[config.mk]
export PLATFORM = sky130hd
export DESIGN_NAME = frac_pwm_gen
export DESIGN_NICKNAME = d
export VERILOG_FILES = /design/src/rtl/frac_pwm_pkg.sv /design/src/rtl/frac_pwm_shadow.sv /design/src/rtl/frac_pwm_dither.sv /design/src/rtl/frac_pwm_seq.sv /design/src/rtl/frac_pwm_outmux.sv /design/src/rtl/frac_pwm_gen.sv
export SDC_FILE = /design/constraint.sdc
export NUM_CORES = 1
export LEC_CHECK = 0
export BUFFER_PORTS_ARGS = -buffer_cell sky130_fd_sc_hd__buf_2
export CORE_UTILIZATION = 55
export CTS_CLUSTER_SIZE = 14
export DETAILED_ROUTE_END_ITERATION = 8
export PLACE_DENSITY = 0.75
export SKIP_CTS_REPAIR_TIMING = 1
export SKIP_LAST_GASP = 1
export SYNTH_ARGS = -nofsm -noshare
export SYNTH_HDL_FRONTEND = slang
export SYNTH_SLANG_ARGS = --single-unit
[constraint.sdc]
create_clock -name clk -period 4.6 [get_ports clk]
set_input_delay 0.23 -clock clk [delete_from_list [all_inputs] [get_ports clk]]
set_output_delay 0.23 -clock clk [all_outputs]
set_load 0.1 [all_outputs]
[src/rtl/frac_pwm_pkg.sv]
package frac_pwm_pkg;
  typedef enum logic {
    ST_IDLE = 1'b0,
    ST_RUN  = 1'b1
  } run_state_e;
endpackage

[src/rtl/frac_pwm_shadow.sv]
// Shadow copy of the timing settings, taken only when load is high.
// Phase boundaries are pre-added here so the position compare stays shallow.
module frac_pwm_shadow #(
  parameter int TW = 12,
  parameter int FW = 4,
  localparam int PW = TW + 2
) (
  input  logic          clk,
  input  logic          rst_n,
  input  logic          load,
  input  logic [TW-1:0] in_on_a,
  input  logic [TW-1:0] in_dead_a,
  input  logic [TW-1:0] in_on_b,
  input  logic [TW-1:0] in_dead_b,
  input  logic [FW-1:0] in_frac,
  input  logic          in_enh,
  output logic [PW-1:0] a_end,
  output logic [PW-1:0] b_lo,
  output logic [PW-1:0] b_hi,
  output logic [PW-1:0] period,
  output logic [FW-1:0] frac,
  output logic          enh
);
  logic [PW-1:0] sum_a, sum_ad, sum_adb, sum_all;

  always_comb begin
    sum_a   = PW'(in_on_a);
    sum_ad  = sum_a + PW'(in_dead_a);
    sum_adb = sum_ad + PW'(in_on_b);
    sum_all = sum_adb + PW'(in_dead_b);
  end

  always_ff @(posedge clk or negedge rst_n) begin
    if (!rst_n) begin
      a_end  <= '0;
      b_lo   <= '0;
      b_hi   <= '0;
      period <= '0;
      frac   <= '0;
      enh    <= 1'b0;
    end else if (load) begin
      a_end  <= sum_a;
      b_lo   <= sum_ad;
      b_hi   <= sum_adb;
      period <= sum_all;
      frac   <= in_frac;
      enh    <= in_enh;
    end
  end
endmodule

[src/rtl/frac_pwm_dither.sv]
// Decides whether the current cycle of the frame carries the extra clock.
module frac_pwm_dither #(
  parameter int FW = 4
) (
  input  logic [FW-1:0] cyc,
  input  logic [FW-1:0] frac,
  input  logic          enh,
  output logic          stretch
);
  always_comb stretch = enh && (cyc < frac);
endmodule

[src/rtl/frac_pwm_seq.sv]
// Position-in-cycle and cycle-in-frame counters plus reload control.
module frac_pwm_seq
  import frac_pwm_pkg::*;
#(
  parameter int TW = 12,
  parameter int FW = 4,
  localparam int PW = TW + 2,
  localparam logic [FW-1:0] LAST_CYC = {FW{1'b1}}
) (
  input  logic          clk,
  input  logic          rst_n,
  input  logic          enable,
  input  logic [PW-1:0] period,
  input  logic          stretch,
  output logic          load,
  output logic          run,
  output logic          period_nz,
  output logic [PW-1:0] pos,
  output logic [FW-1:0] cyc,
  output logic          frame_start
);
  run_state_e    state;
  logic [PW-1:0] len_m1;
  logic          at_end;
  logic          frame_end;

  always_comb begin
    run         = (state == ST_RUN);
    period_nz   = (period != '0);
    len_m1      = period + PW'(stretch) - PW'(1);
    at_end      = run && period_nz && (pos == len_m1);
    frame_end   = at_end && (cyc == LAST_CYC);
    load        = enable && (!run || !period_nz || frame_end);
    frame_start = run && period_nz && (pos == '0) && (cyc == '0);
  end

  always_ff @(posedge clk or negedge rst_n) begin
    if (!rst_n) begin
      state <= ST_IDLE;
      pos   <= '0;
      cyc   <= '0;
    end else if (!enable) begin
      state <= ST_IDLE;
      pos   <= '0;
      cyc   <= '0;
    end else if (!run) begin
      state <= ST_RUN;
      pos   <= '0;
      cyc   <= '0;
    end else if (!period_nz) begin
      pos <= '0;
      cyc <= '0;
    end else if (at_end) begin
      pos <= '0;
      cyc <= cyc + FW'(1);
    end else begin
      pos <= pos + PW'(1);
    end
  end
endmodule

[src/rtl/frac_pwm_outmux.sv]
// Decodes the position within the cycle into the two PWM levels.
module frac_pwm_outmux #(
  parameter int PW = 14
) (
  input  logic          run,
  input  logic          period_nz,
  input  logic [PW-1:0] pos,
  input  logic [PW-1:0] a_end,
  input  logic [PW-1:0] b_lo,
  input  logic [PW-1:0] b_hi,
  output logic          pwm_a,
  output logic          pwm_b
);
  logic live;

  always_comb begin
    live  = run && period_nz;
    pwm_a = live && (pos < a_end);
    pwm_b = live && (pos >= b_lo) && (pos < b_hi);
  end
endmodule

[src/rtl/frac_pwm_gen.sv]
module frac_pwm_gen #(
  parameter int TW = 12,
  parameter int FW = 4,
  localparam int PW = TW + 2,
  localparam int SBW = 4 * PW + FW + 1
) (
  input  logic          clk,
  input  logic          rst_n,
  input  logic          enable,
  input  logic          enh_mode,
  input  logic [TW-1:0] on_time_a,
  input  logic [TW-1:0] dead_a,
  input  logic [TW-1:0] on_time_b,
  input  logic [TW-1:0] dead_b,
  input  logic [FW-1:0] frac_sel,
  output logic          pwm_a,
  output logic          pwm_b,
  output logic          frame_start
);
  logic [PW-1:0]  a_end_w, b_lo_w, b_hi_w, period_w, pos_w;
  logic [FW-1:0]  frac_w, cyc_w;
  logic           enh_w, load_w, run_w, nz_w, stretch_w;
  logic [SBW-1:0] shadow_bus;

  frac_pwm_shadow #(.TW(TW), .FW(FW)) u_shadow (
    .clk       (clk),
    .rst_n     (rst_n),
    .load      (load_w),
    .in_on_a   (on_time_a),
    .in_dead_a (dead_a),
    .in_on_b   (on_time_b),
    .in_dead_b (dead_b),
    .in_frac   (frac_sel),
    .in_enh    (enh_mode),
    .a_end     (a_end_w),
    .b_lo      (b_lo_w),
    .b_hi      (b_hi_w),
    .period    (period_w),
    .frac      (frac_w),
    .enh       (enh_w)
  );

  frac_pwm_dither #(.FW(FW)) u_dither (
    .cyc     (cyc_w),
    .frac    (frac_w),
    .enh     (enh_w),
    .stretch (stretch_w)
  );

  frac_pwm_seq #(.TW(TW), .FW(FW)) u_seq (
    .clk         (clk),
    .rst_n       (rst_n),
    .enable      (enable),
    .period      (period_w),
    .stretch     (stretch_w),
    .load        (load_w),
    .run         (run_w),
    .period_nz   (nz_w),
    .pos         (pos_w),
    .cyc         (cyc_w),
    .frame_start (frame_start)
  );

  frac_pwm_outmux #(.PW(PW)) u_outmux (
    .run       (run_w),
    .period_nz (nz_w),
    .pos       (pos_w),
    .a_end     (a_end_w),
    .b_lo      (b_lo_w),
    .b_hi      (b_hi_w),
    .pwm_a     (pwm_a),
    .pwm_b     (pwm_b)
  );

  assign shadow_bus = {a_end_w, b_lo_w, b_hi_w, period_w, frac_w, enh_w};
endmodule

==> flow_summary_export.csv, run 1 <==
group,metric,value,unit
sta,tns,0,ns
global_route,grt_pass1_wl,24.3,mm
power_and_ir_drop,peakVddDrop,0.311,mV
logic_synthesis,syn_inst,676,
logic_synthesis,synth-seq-cells,77,
worst_setup_path,crit_arrival,4.50,ns
floorplan,die_x,107,um
worst_setup_path,r2r_slack,0.39,ns
logic_synthesis,yosysUniqueCellTypes,58,
worst_setup_path,regToRegEndpoint,"u_shadow.b_lo[0]",
sta,slew-limit-headroom,0.347,
sta,post-route-min-period,4.25,ns
logic_synthesis,synth_xor_area_frac,0.0792,
worst_setup_path,ff2ff_path_depth,14,
logic_synthesis,synth_top_family_by_area,"adder cells",
logic_synthesis,synth_warnings,0,
global_route,antenna_found_initial,0,
placement,place_area,0.00649,mm^2
placement,gp_congestion,0.897,
sta,hold_viol,0,
finish,instances_no_fill,879,
routing,drtAntennaViolNets,0,
sta,setup_viol,0,
finish,num-fill-cells,900,
sta,slew_viol_final,0,
logic_synthesis,syn_avg_cell_area,9.00,um^2
global_route,grt_max_degree,78,
global_route,grt_use_total,0.270,
clock_tree,cts_num_sinks,77,
min_path,hold_path_class,"primary input to async pin",
routing,num_vias,5087,
power_and_ir_drop,power_density,419,mW/mm^2
finish,syn_to_final_growth,10.9,%
finish,num-nets-final,878,
finish,final_cell_mix,"85 x ha_1, 77 x dfrtp_1, 67 x inv_1",
finish,drive_above_1_share,0.133,
routing,wl,14.4,mm
sta,worstMarginPinSlew,0.979,ns
logic_synthesis,synth-edff-count,0,
logic_synthesis,yosysSeqAreaShare,0.317,
placement,dpl.cell_count,863,
routing,first_iter_violations,242,
floorplan,die_area,0.0115,mm^2
sta,clock_skew,0.00864,ns
routing,viasPerCell,5.79,
clock_tree,clk_latency,0.37,ns
worst_setup_path,endpoint_kind,"flip-flop",
worst_setup_path,startpoint_type,"primary input",
logic_synthesis,synth-simple-area-share,0.148,
worst_setup_path,critical_path.max_fanout,5,
clock_tree,htree_levels,3,
floorplan,ios,59,
finish,final_common_cell,"ha_1",
routing,drc_errors,0,
placement,io_buffers,58,
clock_tree,numCtsBuffers,9,
logic_synthesis,synthesis.nets,820,
logic_synthesis,synth_ff_type,"dfrtp_1",
floorplan,start_util,0.564,
job,max_cap_viol_count,0,
logic_synthesis,synthAdderAreaFrac,0.185,
routing,drt_first_pass_iters,5,
clock_tree,clkTransAtPathRegs,0.08,ns
global_route,grt_pass1_vias,5246,
clock_tree,tritoncts,"built",
power_and_ir_drop,leakage,0.00330,uW
worst_setup_path,required,4.85,ns
global_route,overflow,0,
run_status,status,"finished clean",
sta,fmaxAchievable,235,MHz
worst_setup_path,rr_startpoint,"u_seq.cyc[1]",
placement,hpwl,10.9,mm
logic_synthesis,netlist_area,0.00608,mm^2
floorplan,rows,38,
floorplan,core_area,0.0108,mm^2
floorplan,die-height,107,um
sta,fin_crit_sh,0.924,
finish,final_area,0.00675,mm^2
sta,rsz0062_at_grt,"no",
logic_synthesis,async_flop_share,1.00,
finish,antenna_cells,0,
worst_setup_path,criticalPathCategory,"primary input to flip-flop",
logic_synthesis,muxShareOfSynthArea,0.0255,
logic_synthesis,synth_compound_gate_area_share,0.184,
clock_tree,cts_buffer_depth,2,
routing,wl_per_cell,16.4,um
clock_tree,clock-root-buffer,"clkbuf_8",
cells in the mapped netlist (9+ instances only):
master / count / area [um^2]
xor2_1: 16 / 140
mux2_2: 12 / 135
nand3_1: 13 / 65.1
nor3_1: 9 / 45.0
dfrtp_1: 77 / 1930
a211oi_1: 10 / 75.1
a21o_1: 23 / 173
a21oi_1: 27 / 135
o21ai_0: 53 / 265
xnor2_1: 39 / 342
nand2_1: 56 / 210
ha_1: 85 / 1060
nor2_1: 48 / 180
inv_1: 67 / 251
o21a_1: 9 / 67.6
worst max-delay path, stage by stage:
cell and delay, ns:
buf_2 0.09, ha_1 0.17, inv_1 0.06, fa_1 0.40, nor2b_1 0.19, o31ai_1 0.10, buf_4 0.15, a21oi_1 0.23
nor2_1 0.11, ha_1 0.24, or3_1 0.33, o221ai_1 0.25, nand2b_1 0.13, xor2_1 0.27, ha_1 0.36, a21o_1 0.19
a21oi_1 0.21, inv_1 0.08, a41o_1 0.22, a21oi_1 0.17, xnor2_1 0.08, mux2_2 0.25
cell families after synthesis:
group	count (synthesis)
adder cells (fa/ha/maj)	88
buffers and inverters	83
flip-flops	77
multiplexers	14
AO/OA/AOI/OAI	175
XOR/XNOR	55
AND/OR/NAND/NOR	184
per-layer routing:
layer  global-route usage  wire length (um)  up-vias
li1                     -                 -     2490
met1                0.331              6440     2424
met2                0.466              6890      144
met3               0.0535               744       29
met4                0.106               329        0
met5                    0                 0        -
power by group:
| group | leakage, uW | switching, uW | internal, uW |
|---|---|---|---|
| registers | 0.000962 | 121 | 816 |
| logic | 0.00221 | 675 | 543 |
| clock network | 0.000125 | 257 | 416 |
cell type report:
class	instances	area (um^2)	share of cell area
clock buffer	12	135	0.0200
clock inverter	4	120	0.0178
inverter	67	251	0.0373
multi-input combinational	516	3790	0.561
sequential	77	1930	0.285
tap	140	175	0.0259
timing repair buffer	63	355	0.0526
how the worst max path moves through the flow:
stage                       from                  end  slack [ns]  cells past startpoint
detailed placement  on_time_a[0]  u_shadow.period[11]        0.07                     23
global placement    on_time_a[0]  u_shadow.period[11]        0.25                     23
CTS                 u_seq.cyc[1]    u_shadow.a_end[0]        0.22                     14
global route        on_time_a[0]  u_shadow.period[11]        0.03                     22
finish              on_time_a[0]  u_shadow.period[11]        0.35                     22
floorplan           u_seq.pos[1]                pwm_b        0.55                      8
state kept, by name, indices dropped and copies added, names as in the netlist:
name / cells
u_seq.cyc: 4
u_seq.pos: 14
u_seq.run: 1
u_shadow.a_end: 12
u_shadow.b_hi: 14
u_shadow.b_lo: 13
u_shadow.enh: 1
u_shadow.frac: 4
u_shadow.period: 14
metrics by stage:
| step | hold slack (ns) | total power [uW] | utilization | setup slack [ns] |
|---|---|---|---|---|
| after floorplan | -0.0656 | 1840 | - | 0.554 |
| after global placement | 0.409 | 2090 | 0.601 | 0.248 |
| after detailed placement | 0.411 | 2140 | 0.601 | 0.0705 |
| after CTS | 0.0378 | 2830 | 0.625 | 0.221 |
| after global routing | 0.0451 | 3020 | 0.625 | 0.0266 |
| final | 0.0236 | 2830 | 0.625 | 0.350 |
Power figures use the tool's default switching activity.
==> run 2: changes to the inputs <==
CORE_ASPECT_RATIO = 0.8   (was default)
==> run 2 against run 1 <==
Cell count decreased by 0.11%. Routed wire length rose by 7.1%. First-iteration DRC count is 45% higher. Sequential share of layout area fell by 0.14 points. Design area is 0.50% higher. Combinational power rose by 3%. Via count increased by 2.7%. Clock skew shrank 0.0028 ns.
==> flow_summary_export.csv, run 2 (same netlist as run 1, synthesis figures left out) <==
group,metric,value,unit
finish,drive_above_1_share,0.137,
power_and_ir_drop,leakage,0.00331,uW
sta,hold_slack,0.0479,ns
clock_tree,cts_buffer_depth,2,
finish,antenna_cells,0,
sta,tns,0,ns
sta,setup_viol,0,
global_route,grt_max_degree,78,
min_path,hold_path_class,"primary input to async pin",
floorplan,start_util,0.580,
sta,clock_skew,0.00581,ns
routing,drc_errors,0,
sta,rsz0062_at_grt,"no",
placement,io_buffers,58,
routing,drt_first_pass_iters,7,
global_route,grt_pass1_vias,5107,
global_route,overflow,0,
floorplan,core_area,0.0105,mm^2
power_and_ir_drop,p_seq_frac,0.327,
worst_setup_path,required,4.83,ns
sta,slew_viol_final,0,
worst_setup_path,critical_path.max_fanout,4,
sta,setup_ws,0.299,ns
routing,wl,15.4,mm
job,max_cap_viol_count,0,
placement,hpwl,11.6,mm
finish,num-nets-final,877,
global_route,grt_pass1_wl,25.7,mm
clock_tree,clock-root-buffer,"clkbuf_16",
routing,wl_per_cell,17.6,um
finish,num-fill-cells,892,
clock_tree,tritoncts,"built",
global_route,grt_use_total,0.292,
sta,hold_viol,0,
clock_tree,htree_levels,3,
floorplan,rows,33,
floorplan,ios,59,
sta,fmaxAchievable,232,MHz
power_and_ir_drop,p_comb_frac,0.435,
floorplan,die_x,120,um
routing,viasPerCell,5.95,
clock_tree,numCtsBuffers,9,
global_route,antenna_found_initial,0,
finish,final_cell_mix,"85 x ha_1, 77 x dfrtp_1, 67 x inv_1",
finish,syn_to_final_growth,11.5,%
clock_tree,cts_num_sinks,77,
finish,reg_top3,"u_seq.pos (14), u_shadow.b_hi (14), u_shadow.period (14)",
power_and_ir_drop,swShare,0.392,
run_status,status,"finished clean",
sta,fin_crit_sh,0.935,
power_and_ir_drop,p_int,1760,uW
routing,first_iter_violations,350,
sta,worstMarginPinSlew,1.02,ns
worst_setup_path,startpoint_type,"primary input",
finish,final_common_cell,"ha_1",
worst_setup_path,crit_arrival,4.53,ns
routing,drtAntennaViolNets,0,
sta,slew-limit-headroom,0.321,
power_and_ir_drop,power_density,426,mW/mm^2
worst_setup_path,endpoint_kind,"flip-flop",
clock_tree,clk_latency,0.34,ns
floorplan,die-height,96.1,um
placement,place_ws,0.0694,ns
floorplan,die_area,0.0115,mm^2
worst_setup_path,criticalPathCategory,"primary input to flip-flop",
power_and_ir_drop,peakVddDrop,0.317,mV
power_and_ir_drop,power.share.clock,0.239,
clock_tree,clkTransAtPathRegs,0.06,ns
placement,gp_congestion,0.869,
sta,post-route-min-period,4.30,ns
power_and_ir_drop,power_switching,1130,uW
routing,num_vias,5226,
==> run 2: cell count changes in the layout (fill, tap and decap cells not counted) <==
cell        change
bufinv_16       -4
clkinv_2        +2
clkbuf_16       +9
buf_4           -1
o41ai_2         +1
or4_1           +1
a211oi_1        -1
clkbuf_1        -3
a211oi_2        +1
clkbuf_8        -7
or4_4           -1
clkinvlp_4      +1
clkinv_4        +2
o41ai_1         -1
==> run 2: worst max-delay path: stages <==
cell     delay (ns)
buf_2          0.09
ha_1           0.18
inv_1          0.06
fa_1           0.40
nor2b_1        0.24
o31ai_1        0.15
a21oi_1        0.29
o21a_1         0.15
nor2_1         0.04
xnor2_1        0.16
ha_1           0.32
nand2_1        0.06
o21ai_0        0.27
o21ai_0        0.17
xnor2_1        0.33
ha_1           0.35
a21oi_1        0.25
inv_1          0.07
a41o_1         0.20
a21oi_1        0.17
xnor2_1        0.08
mux2_2         0.27
==> run 2: cell type report <==
type,instances,area [um^2],share of cell area
well taps,140,175,0.0258
repair buffers,62,348,0.0513
multi-input cells,516,3790,0.559
inverters,67,251,0.0371
clock buffers,11,253,0.0373
flip-flops and latches,77,1930,0.284
clock inverters,5,35.0,0.00516
==> run 2: power groups by stage <==
stage          clock network (uW)  registers (uW)  logic (uW)
3_3_place_gp                    0             942        1150
2_1_floorplan                   0             901         938
4_1_cts                       703             940        1230
5_1_grt                       731             961        1390
3_5_place_dp                    0             953        1210
6_report                      690             945        1260
==> run 2: final timing paths <==
| kind | startpoint | depth (start not counted) | to | slack (ns) |
|---|---|---|---|---|
| min in group clk | enable | 1 | u_seq.run | 0.08 |
| worst min-delay path | rst_n | 1 | u_shadow.a_end[1] | 0.05 |
| worst max register to register | u_seq.cyc[1] | 14 | u_shadow.period[11] | 0.34 |
| max in group asynchronous | rst_n | 1 | u_shadow.a_end[6] | 3.88 |
| worst min register to register | u_shadow.enh | 1 | u_shadow.enh | 0.52 |
| worst max-delay path | on_time_a[0] | 22 | u_shadow.period[11] | 0.30 |
==> run 2: per-layer routing <==
metal	wire length (um)	part of all wire	up-vias	track usage
met4	276	0.018	0	0.0896
met5	0	0	-	0
met1	7250	0.47	2525	0.398
met2	6960	0.45	184	0.473
li1	-	-	2488	-
met3	947	0.061	29	0.0539
==> run 2: through the flow <==
stage | util | area, um^2 | std cells | total power [uW]
finish | 0.647 | 6780 | 878 | 2890
detailed placement | 0.618 | 6480 | 862 | 2160
floorplan | - | 6080 | 676 | 1840
global route | 0.647 | 6780 | 878 | 3080
CTS | 0.646 | 6770 | 878 | 2870
global placement | 0.618 | 6480 | 862 | 2090
